--- src/rtl/brev_pkg.sv ---
package brev_pkg;
  typedef enum logic [1:0] {
    AM_POST_INC = 2'b00,
    AM_PRE_INC  = 2'b01,
    AM_POST_DEC = 2'b10,
    AM_PRE_DEC  = 2'b11
  } amode_e;

  function automatic logic mode_is_pre(input logic [1:0] m);
    return m[0];
  endfunction

  function automatic logic mode_is_dec(input logic [1:0] m);
    return m[1];
  endfunction
endpackage

--- src/rtl/brev_qualify.sv ---
module brev_qualify #(
  parameter int SELW = 4
) (
  input  logic            cfg_en,
  input  logic [SELW-1:0] cfg_sel,
  input  logic [SELW-1:0] acc_reg,
  input  logic            acc_byte,
  input  logic            acc_write,
  input  logic [1:0]      acc_mode,
  output logic            qual_hit
);
  import brev_pkg::*;
  localparam logic [SELW-1:0] OFF_CODE = '1;

  logic sel_live, reg_match, kind_ok;

  always_comb begin
    sel_live  = cfg_en && (cfg_sel != OFF_CODE);
    reg_match = (acc_reg == cfg_sel);
    kind_ok   = !acc_byte && acc_write && !mode_is_dec(acc_mode);
    qual_hit  = sel_live && reg_match && kind_ok;
  end
endmodule

--- src/rtl/brev_rcadd.sv ---
module brev_rcadd #(
  parameter int WW = 15
) (
  input  logic [WW-1:0] widx,
  input  logic [WW-1:0] wmod,
  output logic [WW-1:0] widx_next
);
  logic [WW-1:0] rev_idx, rev_mod, rev_sum;

  for (genvar b = 0; b < WW; b++) begin : g_rev
    assign rev_idx[b]        = widx[WW-1-b];
    assign rev_mod[b]        = wmod[WW-1-b];
    assign widx_next[b]      = rev_sum[WW-1-b];
  end

  // forward add in the mirrored domain = carry toward LSB in the real one
  assign rev_sum = rev_idx + rev_mod;
endmodule

--- src/rtl/brev_linear.sv ---
module brev_linear #(
  parameter int AW = 16
) (
  input  logic [AW-1:0] ptr,
  input  logic          is_byte,
  input  logic          is_dec,
  output logic [AW-1:0] ptr_next
);
  logic [AW-1:0] step;

  always_comb begin
    step     = is_byte ? AW'(1) : AW'(2);
    ptr_next = is_dec ? (ptr - step) : (ptr + step);
  end
endmodule

--- src/rtl/brev_ptr_unit.sv ---
module brev_ptr_unit #(
  parameter int AW   = 16,
  parameter int SELW = 4
) (
  input  logic            clk,
  input  logic            rst_n,
  input  logic [SELW-1:0] cfg_sel,
  input  logic            cfg_en,
  input  logic [AW-2:0]   cfg_mod,
  input  logic            acc_valid,
  input  logic [SELW-1:0] acc_reg,
  input  logic [AW-1:0]   acc_ptr,
  input  logic            acc_byte,
  input  logic            acc_write,
  input  logic [1:0]      acc_mode,
  output logic            upd_valid,
  output logic [AW-1:0]   upd_ptr,
  output logic [AW-1:0]   upd_addr,
  output logic            upd_brev
);
  import brev_pkg::*;
  localparam int WW = AW - 1;

  logic          qual_hit;
  logic [WW-1:0] rc_widx;
  logic [AW-1:0] rc_ptr, lin_ptr, nxt_ptr, nxt_addr;

  brev_qualify #(.SELW(SELW)) u_qual (
    .cfg_en   (cfg_en),
    .cfg_sel  (cfg_sel),
    .acc_reg  (acc_reg),
    .acc_byte (acc_byte),
    .acc_write(acc_write),
    .acc_mode (acc_mode),
    .qual_hit (qual_hit)
  );

  brev_rcadd #(.WW(WW)) u_rc (
    .widx     (acc_ptr[AW-1:1]),
    .wmod     (cfg_mod),
    .widx_next(rc_widx)
  );

  brev_linear #(.AW(AW)) u_lin (
    .ptr     (acc_ptr),
    .is_byte (acc_byte),
    .is_dec  (mode_is_dec(acc_mode)),
    .ptr_next(lin_ptr)
  );

  always_comb begin
    rc_ptr   = {rc_widx, acc_ptr[0]};
    nxt_ptr  = qual_hit ? rc_ptr : lin_ptr;
    nxt_addr = mode_is_pre(acc_mode) ? nxt_ptr : acc_ptr;
  end

  always_ff @(posedge clk) begin
    if (!rst_n) begin
      upd_valid <= 1'b0;
      upd_ptr   <= '0;
      upd_addr  <= '0;
      upd_brev  <= 1'b0;
    end else begin
      upd_valid <= acc_valid;
      if (acc_valid) begin
        upd_ptr  <= nxt_ptr;
        upd_addr <= nxt_addr;
        upd_brev <= qual_hit;
      end
    end
  end
endmodule

--- config.mk ---
export PLATFORM = sky130hd
export DESIGN_NAME = brev_ptr_unit
export DESIGN_NICKNAME = d
export VERILOG_FILES = /design/src/rtl/brev_pkg.sv /design/src/rtl/brev_qualify.sv /design/src/rtl/brev_rcadd.sv /design/src/rtl/brev_linear.sv /design/src/rtl/brev_ptr_unit.sv
export SDC_FILE = /design/constraint.sdc
export NUM_CORES = 1
export LEC_CHECK = 0
export BUFFER_PORTS_ARGS = -buffer_cell sky130_fd_sc_hd__buf_2
export CAP_MARGIN = 30
export CORE_ASPECT_RATIO = 0.7
export CORE_UTILIZATION = 30
export DETAILED_ROUTE_END_ITERATION = 16
export PLACE_DENSITY = 0.53
export SLEW_MARGIN = 20
export SYNTH_ARGS = -nofsm -noshare
export SYNTH_HDL_FRONTEND = slang
export SYNTH_SLANG_ARGS = --single-unit
--- constraint.sdc ---
create_clock -name clk -period 4.5 [get_ports clk]
set_input_delay 0.225 -clock clk [delete_from_list [all_inputs] [get_ports clk]]
set_output_delay 0.225 -clock clk [all_outputs]
set_load 0.03 [all_outputs]
* After elaboration in Yosys (flattened, before gate mapping)
Index checks and enable logic that the tools add are counted.
Operators by class: $add $sub $neg 3, eq/ne operators 2, multiplexer cells 4, reductions and logical operators 7
Operator list (number):
- two-way mux 16 bit | 3
- adder 16 bit | 1
- subtractor 16 bit | 1
- adder 15 bit | 1
- logical AND 1 bit | 5
- == test 4 bit | 1
- != test 4 bit (second input constant) | 1
- logical NOT 1 bit | 2
- two-way mux 2 bit | 1
Word-level totals: register bits after elaboration 34, input bits 47, output and inout port bits 34, word-level logic and storage cells 20

* Logic depth before layout (Yosys ltp)
Gate-level depths: netlist of run 1.
depth in word-level cells 6, depth in mapped cells 11, mapped depth without buffers 11

* Hierarchy
Synthesis of run 1 repeated with hierarchy kept, for this count alone.
Unflattened totals: cells, all modules 349, area total of the unflattened synthesis 3014.1 um^2
Modules (own cells, without submodules):
- brev_ptr_unit | instances 1, cells each 152, area each 1511.4 um^2, sequential area each 680.7 um^2
- brev_linear | instances 1, cells each 102, area each 769.5 um^2, sequential area each 0.0 um^2
- brev_rcadd | instances 1, cells each 86, area each 663.1 um^2, sequential area each 0.0 um^2
- brev_qualify | instances 1, cells each 9, area each 70.1 um^2, sequential area each 0.0 um^2

* Least setup slack after synthesis of run 1
No wires, ideal clock.
path kind input -> register, start point input cfg_mod[14], end point register upd_ptr[7], setup time 0.074 ns, data arrival time 2.137 ns, required time 4.426 ns, path slack 2.289 ns, cell stages on the path 9, buffers on the path 0, path through ha_1 fa_1 a211oi_2 o211ai_2 a21o_1 a21o_1 xnor2_1 or2_2 a31oi_1
Between the ends: cells in the longest elaborated chain, start to end 2
RTL lines:
- start, declared | RTL line brev_ptr_unit.sv:9 | input logic [AW-2:0] cfg_mod,
- adder 15 bit | RTL line brev_rcadd.sv:17 | assign rev_sum = rev_idx + rev_mod;
- two-way mux 16 bit | RTL line brev_ptr_unit.sv:53 | nxt_ptr = qual_hit ? rc_ptr : lin_ptr;
- end signal, assigned | RTL line brev_ptr_unit.sv:66 | upd_ptr <= nxt_ptr;
- end, declared | RTL line brev_ptr_unit.sv:17 | output logic [AW-1:0] upd_ptr,
Every way passes these cells. A chain may end at the register's enable or synchronous reset.

* Worst setup path in the final report of run 1
start point input acc_mode[1], end point register upd_addr[8]
Between the ends: cells in the longest elaborated chain, start to end 5, elaborated cells between the ends (all ways) 6, classes of those cells mux (3); reduce/logical (3)
RTL lines:
- start, declared | RTL line brev_ptr_unit.sv:15 | input logic [1:0] acc_mode,
- logical NOT 1 bit | RTL line brev_qualify.sv:20 | kind_ok = !acc_byte && acc_write && !mode_is_dec(acc_mode);
- logical AND 1 bit | RTL line brev_qualify.sv:20
- logical AND 1 bit | RTL line brev_qualify.sv:21 | qual_hit = sel_live && reg_match && kind_ok;
- two-way mux 16 bit (*) | RTL line brev_ptr_unit.sv:53
- two-way mux 16 bit (*) | RTL line brev_ptr_unit.sv:54 | nxt_addr = mode_is_pre(acc_mode) ? nxt_ptr : acc_ptr;
- end signal, assigned | RTL line brev_ptr_unit.sv:67 | upd_addr <= nxt_addr;
- end, declared | RTL line brev_ptr_unit.sv:18 | output logic [AW-1:0] upd_addr,
Mark *: on every way between the ends. The rest lies on a longest branch, timed or not.

==> run_summary.xml, run 1 <==
<?xml version="1.0" encoding="UTF-8"?>
<metrics>
  <group name="timing">
    <metric name="final_report_setup_violation_count" unit="">0</metric>
    <metric name="clock.fmax" unit="GHz">0.391</metric>
    <metric name="max_slew_margin" unit="">0.428</metric>
    <metric name="final_max_slew_viol_count" unit="">0</metric>
    <metric name="timing.final.crit_share" unit="">0.569</metric>
    <metric name="fin_tns_setup" unit="ns">0</metric>
    <metric name="report.final.hold_viol_count" unit="">0</metric>
    <metric name="tightest_slew" unit="ns">0.858</metric>
    <metric name="setup_repair_after_global_routing_missed_its_margin" unit="">no</metric>
    <metric name="finalCriticalPeriod" unit="ns">2.56</metric>
    <metric name="fin_worst_skew" unit="ns">0</metric>
  </group>
  <group name="min_path">
    <metric name="hp-class" unit="">in -&gt; reg</metric>
    <metric name="hp-start" unit="">acc_ptr[12]</metric>
  </group>
  <group name="critical_path">
    <metric name="critical_path.reg2reg.startpoint" unit="">upd_ptr[13]$_SDFFE_PN0P_</metric>
    <metric name="setup.worst_path.end_class" unit="">flop</metric>
    <metric name="timing.critical_path.fanout_max" unit="">16</metric>
    <metric name="cp.arrival" unit="ns">2.71</metric>
    <metric name="startpoint_type" unit="">primary input</metric>
    <metric name="critical_path_class" unit="">in -&gt; reg</metric>
    <metric name="worstSetupStartpoint" unit="">acc_mode[1]</metric>
    <metric name="required" unit="ns">4.65</metric>
  </group>
  <group name="clock_tree">
    <metric name="cts_resized" unit="">0</metric>
    <metric name="cts_max_path_buffers" unit="">2</metric>
    <metric name="cts_max_level" unit="">2</metric>
    <metric name="tritoncts_num_sinks" unit="">34</metric>
    <metric name="cts_hold_buf" unit="">0</metric>
    <metric name="clk-insertion-delay-late" unit="ns">0.28</metric>
    <metric name="cts.reportedPaths.clkPinSlew" unit="ns">0.06</metric>
    <metric name="root_buffer" unit="">sky130_fd_sc_hd__clkbuf_16</metric>
    <metric name="number_of_setup_buffers_added_after_cts" unit="">0</metric>
    <metric name="tritoncts_clock_tree" unit="">done</metric>
    <metric name="number_of_buffers_created_by_cts" unit="">5</metric>
  </group>
  <group name="floorplan">
    <metric name="floorplan.io_pins" unit="">81</metric>
    <metric name="starting_utilization_of_the_core_area" unit="">0.316</metric>
    <metric name="core-area" unit="mm²">0.00991</metric>
    <metric name="rows" unit="">30</metric>
    <metric name="chipHeight" unit="µm">87.5</metric>
    <metric name="dieArea" unit="mm²">0.0109</metric>
    <metric name="floorplan.die.width" unit="µm">124</metric>
  </group>
  <group name="logic_synthesis">
    <metric name="synth_cell_type_count" unit="">64</metric>
    <metric name="syn-num-nets" unit="">472</metric>
    <metric name="synth-xor-area-share" unit="">0.0671</metric>
    <metric name="postSynth.asyncResetShare" unit="">0</metric>
    <metric name="synth-compound-area-share" unit="">0.357</metric>
    <metric name="top_cell_type_s_share_of_synthesized_area" unit="">0.217</metric>
    <metric name="synth-adder-area-share" unit="">0.129</metric>
    <metric name="synth.ff_latch_count" unit="">34</metric>
    <metric name="yosys.area_share.simple" unit="">0.169</metric>
    <metric name="post_synth_mux_area_share" unit="">0.0164</metric>
    <metric name="synth_top_family_by_area" unit="">compound AO/OA/AOI/OAI gates</metric>
    <metric name="postSynthAreaPerCell" unit="µm²">7.95</metric>
    <metric name="syn_inst" unit="">394</metric>
    <metric name="synth_ff_type" unit="">sky130_fd_sc_hd__dfxtp_1</metric>
    <metric name="synth.yosys.warnings" unit="">0</metric>
    <metric name="synth_edf_count" unit="">0</metric>
    <metric name="synth_seq_area_share" unit="">0.217</metric>
    <metric name="post_synth_instance_area" unit="mm²">0.00313</metric>
    <metric name="post-synth-top-area-cell" unit="">sky130_fd_sc_hd__dfxtp_1</metric>
    <metric name="ys_top_cells_by_area" unit="">sky130_fd_sc_hd__dfxtp_1 (22%), sky130_fd_sc_hd__ha_1 (12%), sky130_fd_sc_hd__a21oi_1 (5.6%)</metric>
  </group>
  <group name="routing">
    <metric name="initialDrtViolationCount" unit="">213</metric>
    <metric name="dr.pass1.iters" unit="">5</metric>
    <metric name="routed-via-count" unit="">3275</metric>
    <metric name="totalWireLength" unit="mm">10.2</metric>
    <metric name="ant_nets" unit="">0</metric>
    <metric name="remaining_drc_errors" unit="">0</metric>
    <metric name="vias_per_cell" unit="">5.53</metric>
    <metric name="wire_per_inst" unit="µm">17.2</metric>
  </group>
  <group name="cells_and_area">
    <metric name="final_common_cell" unit="">sky130_fd_sc_hd__buf_2</metric>
    <metric name="layout.nets" unit="">541</metric>
    <metric name="area_growth_syn_to_layout" unit="%">22.4</metric>
    <metric name="final_cell_mix" unit="">sky130_fd_sc_hd__buf_2 (80), sky130_fd_sc_hd__a21oi_1 (35), sky130_fd_sc_hd__dfxtp_1 (34)</metric>
    <metric name="drive_gt1_frac" unit="">0.233</metric>
    <metric name="post-route-cell-area" unit="mm²">0.00383</metric>
    <metric name="antennaDiodeCount" unit="">0</metric>
  </group>
  <group name="power">
    <metric name="p_leak" unit="nW">1.71</metric>
    <metric name="worst_ir_drop_vdd" unit="V">0.000135</metric>
    <metric name="powerDensity" unit="mW/mm²">327</metric>
  </group>
  <group name="global_route">
    <metric name="grt_first_pass_wirelength" unit="mm">15.8</metric>
    <metric name="grt_use_total" unit="">0.193</metric>
    <metric name="grt_start_max_net_pins" unit="">52</metric>
    <metric name="antenna_found_initial" unit="">0</metric>
    <metric name="grt_pass1_vias" unit="">2982</metric>
    <metric name="grt_overflow" unit="">0</metric>
  </group>
  <group name="run">
    <metric name="max-cap-violations" unit="">0</metric>
  </group>
  <group name="place">
    <metric name="place_congestion" unit="">0.912</metric>
    <metric name="dp_hpwl" unit="mm">7.86</metric>
    <metric name="io_buffer_count" unit="">80</metric>
    <metric name="dpl_cell_area" unit="mm²">0.00361</metric>
  </group>
  <group name="status">
    <metric name="status" unit="">finished clean</metric>
  </group>
</metrics>
==> cells in the mapped netlist (3+ instances only) <==
cell type / count
sky130_fd_sc_hd__a21o_1: 12
sky130_fd_sc_hd__o21ai_0: 31
sky130_fd_sc_hd__nor2_1: 27
sky130_fd_sc_hd__nand3_1: 7
sky130_fd_sc_hd__mux2i_1: 4
sky130_fd_sc_hd__a21oi_1: 35
sky130_fd_sc_hd__inv_1: 14
sky130_fd_sc_hd__o21a_1: 10
sky130_fd_sc_hd__a211oi_1: 10
sky130_fd_sc_hd__o211ai_1: 5
sky130_fd_sc_hd__ha_1: 29
sky130_fd_sc_hd__clkbuf_1: 15
sky130_fd_sc_hd__and2_1: 4
sky130_fd_sc_hd__nand4_1: 4
sky130_fd_sc_hd__o31ai_1: 3
sky130_fd_sc_hd__buf_2: 3
sky130_fd_sc_hd__nand2_1: 32
sky130_fd_sc_hd__a21boi_0: 3
sky130_fd_sc_hd__dfxtp_1: 34
sky130_fd_sc_hd__nor2b_1: 10
sky130_fd_sc_hd__nand2b_1: 3
sky130_fd_sc_hd__o221ai_1: 7
sky130_fd_sc_hd__xnor2_1: 19
sky130_fd_sc_hd__a31oi_1: 6
sky130_fd_sc_hd__o22ai_1: 4
sky130_fd_sc_hd__o21bai_1: 3
sky130_fd_sc_hd__nor3_1: 5
sky130_fd_sc_hd__xor2_1: 5
==> critical path: stages <==
cell and delay, ns:
sky130_fd_sc_hd__buf_2 0.24, sky130_fd_sc_hd__and2_1 0.26, sky130_fd_sc_hd__fa_1 0.45, sky130_fd_sc_hd__a211oi_1 0.31, sky130_fd_sc_hd__o21bai_1 0.18, sky130_fd_sc_hd__o22ai_1 0.28
sky130_fd_sc_hd__xnor2_1 0.10, sky130_fd_sc_hd__o21ai_0 0.48, sky130_fd_sc_hd__o221ai_1 0.18
==> final timing paths <==
| kind | to | cells after the start | slack (ns) |
|---|---|---|---|
| worst max-delay path | upd_addr[8]$_SDFFE_PN0P_ | 9 | 1.94 |
| worst min register to register | upd_addr[0]$_SDFFE_PN0P_ | 2 | 0.47 |
| worst max register to register | upd_ptr[13]$_SDFFE_PN0P_ | 3 | 3.69 |
| worst min-delay path | upd_addr[12]$_SDFFE_PN0P_ | 3 | 0.26 |
==> power breakdown <==
| part | switching [mW] | internal, mW |
|---|---|---|
| Combinational | 0.273 | 0.169 |
| Clock | 0.147 | 0.319 |
| Sequential | 0.0164 | 0.329 |
==> sequential cells by signal, indices dropped and copies added, names as in the netlist <==
signal     cells
upd_addr      16
upd_brev       1
upd_ptr       16
upd_valid      1
==> through the flow <==
step / std cells / worst slack, ns / hold slack, ns / util / power [mW]
after floorplan: 394 / 2.29 / 0.393 / - / 0.662
after global placement: 583 / 1.77 / 0.458 / 0.364 / 0.785
after detailed placement: 583 / 1.71 / 0.470 / 0.364 / 0.787
after CTS: 591 / 2.01 / 0.255 / 0.384 / 1.25
after global routing: 592 / 1.70 / 0.283 / 0.387 / 1.32
final: 592 / 1.94 / 0.261 / 0.387 / 1.25
==> layout make-up <==
cell class              count  area (µm²)
clock buffers               5         125
clock inverters             3        68.8
fillers                  1037        6080
inverters                  14        52.6
multi-input cells         326        2310
flip-flops and latches     34         681
well taps                 128         160
repair buffers             82         435
==> per-layer routing <==
metal / up-vias / part of all wire / track usage / routed length, µm
met5: - / 0 / 0 / 0
met4: 0 / 0.0095 / 0.0357 / 97
met3: 7 / 0.10 / 0.0497 / 1040
met2: 139 / 0.37 / 0.261 / 3750
met1: 1507 / 0.52 / 0.300 / 5300
li1: 1622 / - / - / -
==> cells by family after synthesis <==
logic type      count (synthesis)
flops                          34
buf+inv                        34
fa+ha+maj                      31
xor+xnor                       24
simple gates                  108
mux                             5
compound gates                158
No activity file was read; power rests on OpenSTA's default activity.
==> run 2: changes to the inputs <==
clock period = 2.6 ns   (was 4.5 ns; I/O delays follow)
==> run 2 against run 1 <==
Compared with the run above: routed wire length rose by 6.7%; power rose by 77%; flip-flop and latch count unchanged; register-to-register slack worse by 1.9 ns; critical path depth rose by 1; non-clock buffer count grew 12; worst setup slack lost 1.6 ns; global-route usage rose by 1.4 points; highest routed layer unchanged.
==> run_summary.xml, run 2 (synthesized netlist as in run 1, its figures left out) <==
<?xml version="1.0" encoding="UTF-8"?>
<metrics>
  <group name="status">
    <metric name="status" unit="">finished clean</metric>
  </group>
  <group name="critical_path">
    <metric name="startpoint_type" unit="">primary input</metric>
    <metric name="worstSetupStartpoint" unit="">acc_mode[1]</metric>
    <metric name="reg2reg_depth" unit="">2</metric>
    <metric name="setup.worst_path.end_class" unit="">flop</metric>
    <metric name="required" unit="ns">2.75</metric>
    <metric name="critical_path.reg2reg.startpoint" unit="">upd_addr[5]$_SDFFE_PN0P_</metric>
    <metric name="cp.arrival" unit="ns">2.45</metric>
    <metric name="critical_path_class" unit="">in -&gt; reg</metric>
    <metric name="timing.critical_path.fanout_max" unit="">6</metric>
    <metric name="setup_slack_of_the_most_critical_reg_to_reg_path" unit="ns">1.81</metric>
  </group>
  <group name="timing">
    <metric name="timing.final.crit_share" unit="">0.885</metric>
    <metric name="final_critical_path_setup_slack" unit="ns">0.299</metric>
    <metric name="final_report_setup_violation_count" unit="">0</metric>
    <metric name="fin_worst_skew" unit="ns">0</metric>
    <metric name="final_max_slew_viol_count" unit="">0</metric>
    <metric name="report.final.hold_viol_count" unit="">0</metric>
    <metric name="max_slew_margin" unit="">0.558</metric>
    <metric name="tightest_hold_margin" unit="ns">0.166</metric>
    <metric name="tightest_slew" unit="ns">0.646</metric>
    <metric name="finalCriticalPeriod" unit="ns">2.30</metric>
    <metric name="setup_repair_after_global_routing_missed_its_margin" unit="">no</metric>
    <metric name="fin_tns_setup" unit="ns">0</metric>
    <metric name="clock.fmax" unit="GHz">0.435</metric>
  </group>
  <group name="routing">
    <metric name="ant_nets" unit="">0</metric>
    <metric name="vias_per_cell" unit="">5.55</metric>
    <metric name="remaining_drc_errors" unit="">0</metric>
    <metric name="totalWireLength" unit="mm">10.9</metric>
    <metric name="initialDrtViolationCount" unit="">299</metric>
    <metric name="wire_per_inst" unit="µm">18.0</metric>
    <metric name="dr.pass1.iters" unit="">5</metric>
    <metric name="routed-via-count" unit="">3355</metric>
  </group>
  <group name="clock_tree">
    <metric name="tritoncts_num_sinks" unit="">34</metric>
    <metric name="number_of_buffers_created_by_cts" unit="">5</metric>
    <metric name="cts.reportedPaths.clkPinSlew" unit="ns">0.06</metric>
    <metric name="cts_max_path_buffers" unit="">2</metric>
    <metric name="cts_resized" unit="">0</metric>
    <metric name="number_of_setup_buffers_added_after_cts" unit="">0</metric>
    <metric name="root_buffer" unit="">sky130_fd_sc_hd__clkbuf_16</metric>
    <metric name="cts_max_level" unit="">2</metric>
    <metric name="tritoncts_clock_tree" unit="">done</metric>
    <metric name="cts_hold_buf" unit="">0</metric>
    <metric name="clk-insertion-delay-late" unit="ns">0.28</metric>
  </group>
  <group name="min_path">
    <metric name="hp-class" unit="">in -&gt; reg</metric>
    <metric name="hp-start" unit="">acc_ptr[12]</metric>
    <metric name="timing.hold.worst_path_depth" unit="">3</metric>
  </group>
  <group name="power">
    <metric name="cellInternalPower" unit="mW">1.46</metric>
    <metric name="comb_power_share" unit="">0.362</metric>
    <metric name="switching_share" unit="">0.342</metric>
    <metric name="worst_ir_drop_vdd" unit="V">0.000248</metric>
    <metric name="p_leak" unit="nW">1.77</metric>
    <metric name="final_power" unit="mW">2.21</metric>
    <metric name="powerDensity" unit="mW/mm²">564</metric>
    <metric name="p_sw" unit="mW">0.756</metric>
    <metric name="pwr-share-clk" unit="">0.368</metric>
    <metric name="seqPwrFrac" unit="">0.270</metric>
  </group>
  <group name="global_route">
    <metric name="grt_start_max_net_pins" unit="">28</metric>
    <metric name="grt_use_total" unit="">0.207</metric>
    <metric name="grt_pass1_vias" unit="">3024</metric>
    <metric name="antenna_found_initial" unit="">0</metric>
    <metric name="grt_overflow" unit="">0</metric>
    <metric name="grt_first_pass_wirelength" unit="mm">16.8</metric>
  </group>
  <group name="cells_and_area">
    <metric name="register_area" unit="µm²">681</metric>
    <metric name="finish.utilization" unit="">0.396</metric>
    <metric name="fillerInstances" unit="">1028</metric>
    <metric name="largest_registers" unit="">upd_addr (16), upd_ptr (16)</metric>
    <metric name="final_cell_mix" unit="">sky130_fd_sc_hd__buf_2 (80), sky130_fd_sc_hd__a21oi_1 (35), sky130_fd_sc_hd__dfxtp_1 (34)</metric>
    <metric name="antennaDiodeCount" unit="">0</metric>
    <metric name="drive_gt1_frac" unit="">0.252</metric>
    <metric name="layout.nets" unit="">553</metric>
    <metric name="final_common_cell" unit="">sky130_fd_sc_hd__buf_2</metric>
    <metric name="finish.cell_count_without_fillers" unit="">604</metric>
    <metric name="post-route-cell-area" unit="mm²">0.00392</metric>
    <metric name="multi_input_logic_area" unit="mm²">0.00231</metric>
    <metric name="area_growth_syn_to_layout" unit="%">25.2</metric>
  </group>
  <group name="floorplan">
    <metric name="core-area" unit="mm²">0.00991</metric>
    <metric name="rows" unit="">30</metric>
    <metric name="floorplan.io_pins" unit="">81</metric>
    <metric name="chipHeight" unit="µm">87.5</metric>
    <metric name="floorplan.die.width" unit="µm">124</metric>
    <metric name="dieArea" unit="mm²">0.0109</metric>
    <metric name="starting_utilization_of_the_core_area" unit="">0.316</metric>
  </group>
  <group name="place">
    <metric name="place_congestion" unit="">0.911</metric>
    <metric name="io_buffer_count" unit="">80</metric>
    <metric name="post-place-cells" unit="">596</metric>
    <metric name="dpl_cell_area" unit="mm²">0.00372</metric>
    <metric name="pre_cts_slack" unit="ns">0.0406</metric>
    <metric name="dp_hpwl" unit="mm">8.66</metric>
  </group>
  <group name="run">
    <metric name="max-cap-violations" unit="">0</metric>
  </group>
</metrics>
## run 2: cell types whose count changed in the layout (fill, tap and decap cells not counted), sizes merged
cell,previous run,this run
buf,82,94
clkbuf,5,6
clkinv,1,0
## run 2: layout make-up
cell class | instances | area share
clock buffer | 6 | 0.0354
clock inverter | 2 | 0.0153
multi-input combinational | 326 | 0.589
sequential | 34 | 0.174
tap | 128 | 0.0409
inverter | 14 | 0.0134
timing repair buffer | 94 | 0.132
## run 2: worst max-delay path, cell delays in order
cell                       delay [ns]
sky130_fd_sc_hd__buf_2           0.17
sky130_fd_sc_hd__and2_1          0.21
sky130_fd_sc_hd__fa_1            0.48
sky130_fd_sc_hd__a211oi_1        0.30
sky130_fd_sc_hd__o21bai_1        0.16
sky130_fd_sc_hd__or2_1           0.23
sky130_fd_sc_hd__a41oi_1         0.25
sky130_fd_sc_hd__xnor2_1         0.09
sky130_fd_sc_hd__a21oi_1         0.26
sky130_fd_sc_hd__o221ai_1        0.16
## run 2: power groups by stage
| stage | clock (mW) | sequential (mW) | combinational, mW |
|---|---|---|---|
| 2_1_floorplan | 0 | 0.694 | 0.452 |
| 3_5_place_dp | 0 | 0.608 | 0.788 |
| 5_1_grt | 0.840 | 0.601 | 0.878 |
| 3_3_place_gp | 0 | 0.606 | 0.785 |
| 4_1_cts | 0.825 | 0.597 | 0.794 |
| 6_report | 0.815 | 0.597 | 0.800 |
## run 2: routing by layer
layer  global-route usage  wire (µm)  vias up
met4               0.0422         73        0
li1                     -          -     1641
met1                0.329       5930     1589
met2                0.289       4170      118
met3               0.0249        689        7
met5                    0          0        -
## run 2: final timing paths
path,to
setup / recovery,upd_addr[10]$_SDFFE_PN0P_
hold / removal,upd_addr[12]$_SDFFE_PN0P_
setup reg to reg,upd_addr[5]$_SDFFE_PN0P_
hold reg to reg,upd_addr[7]$_SDFFE_PN0P_
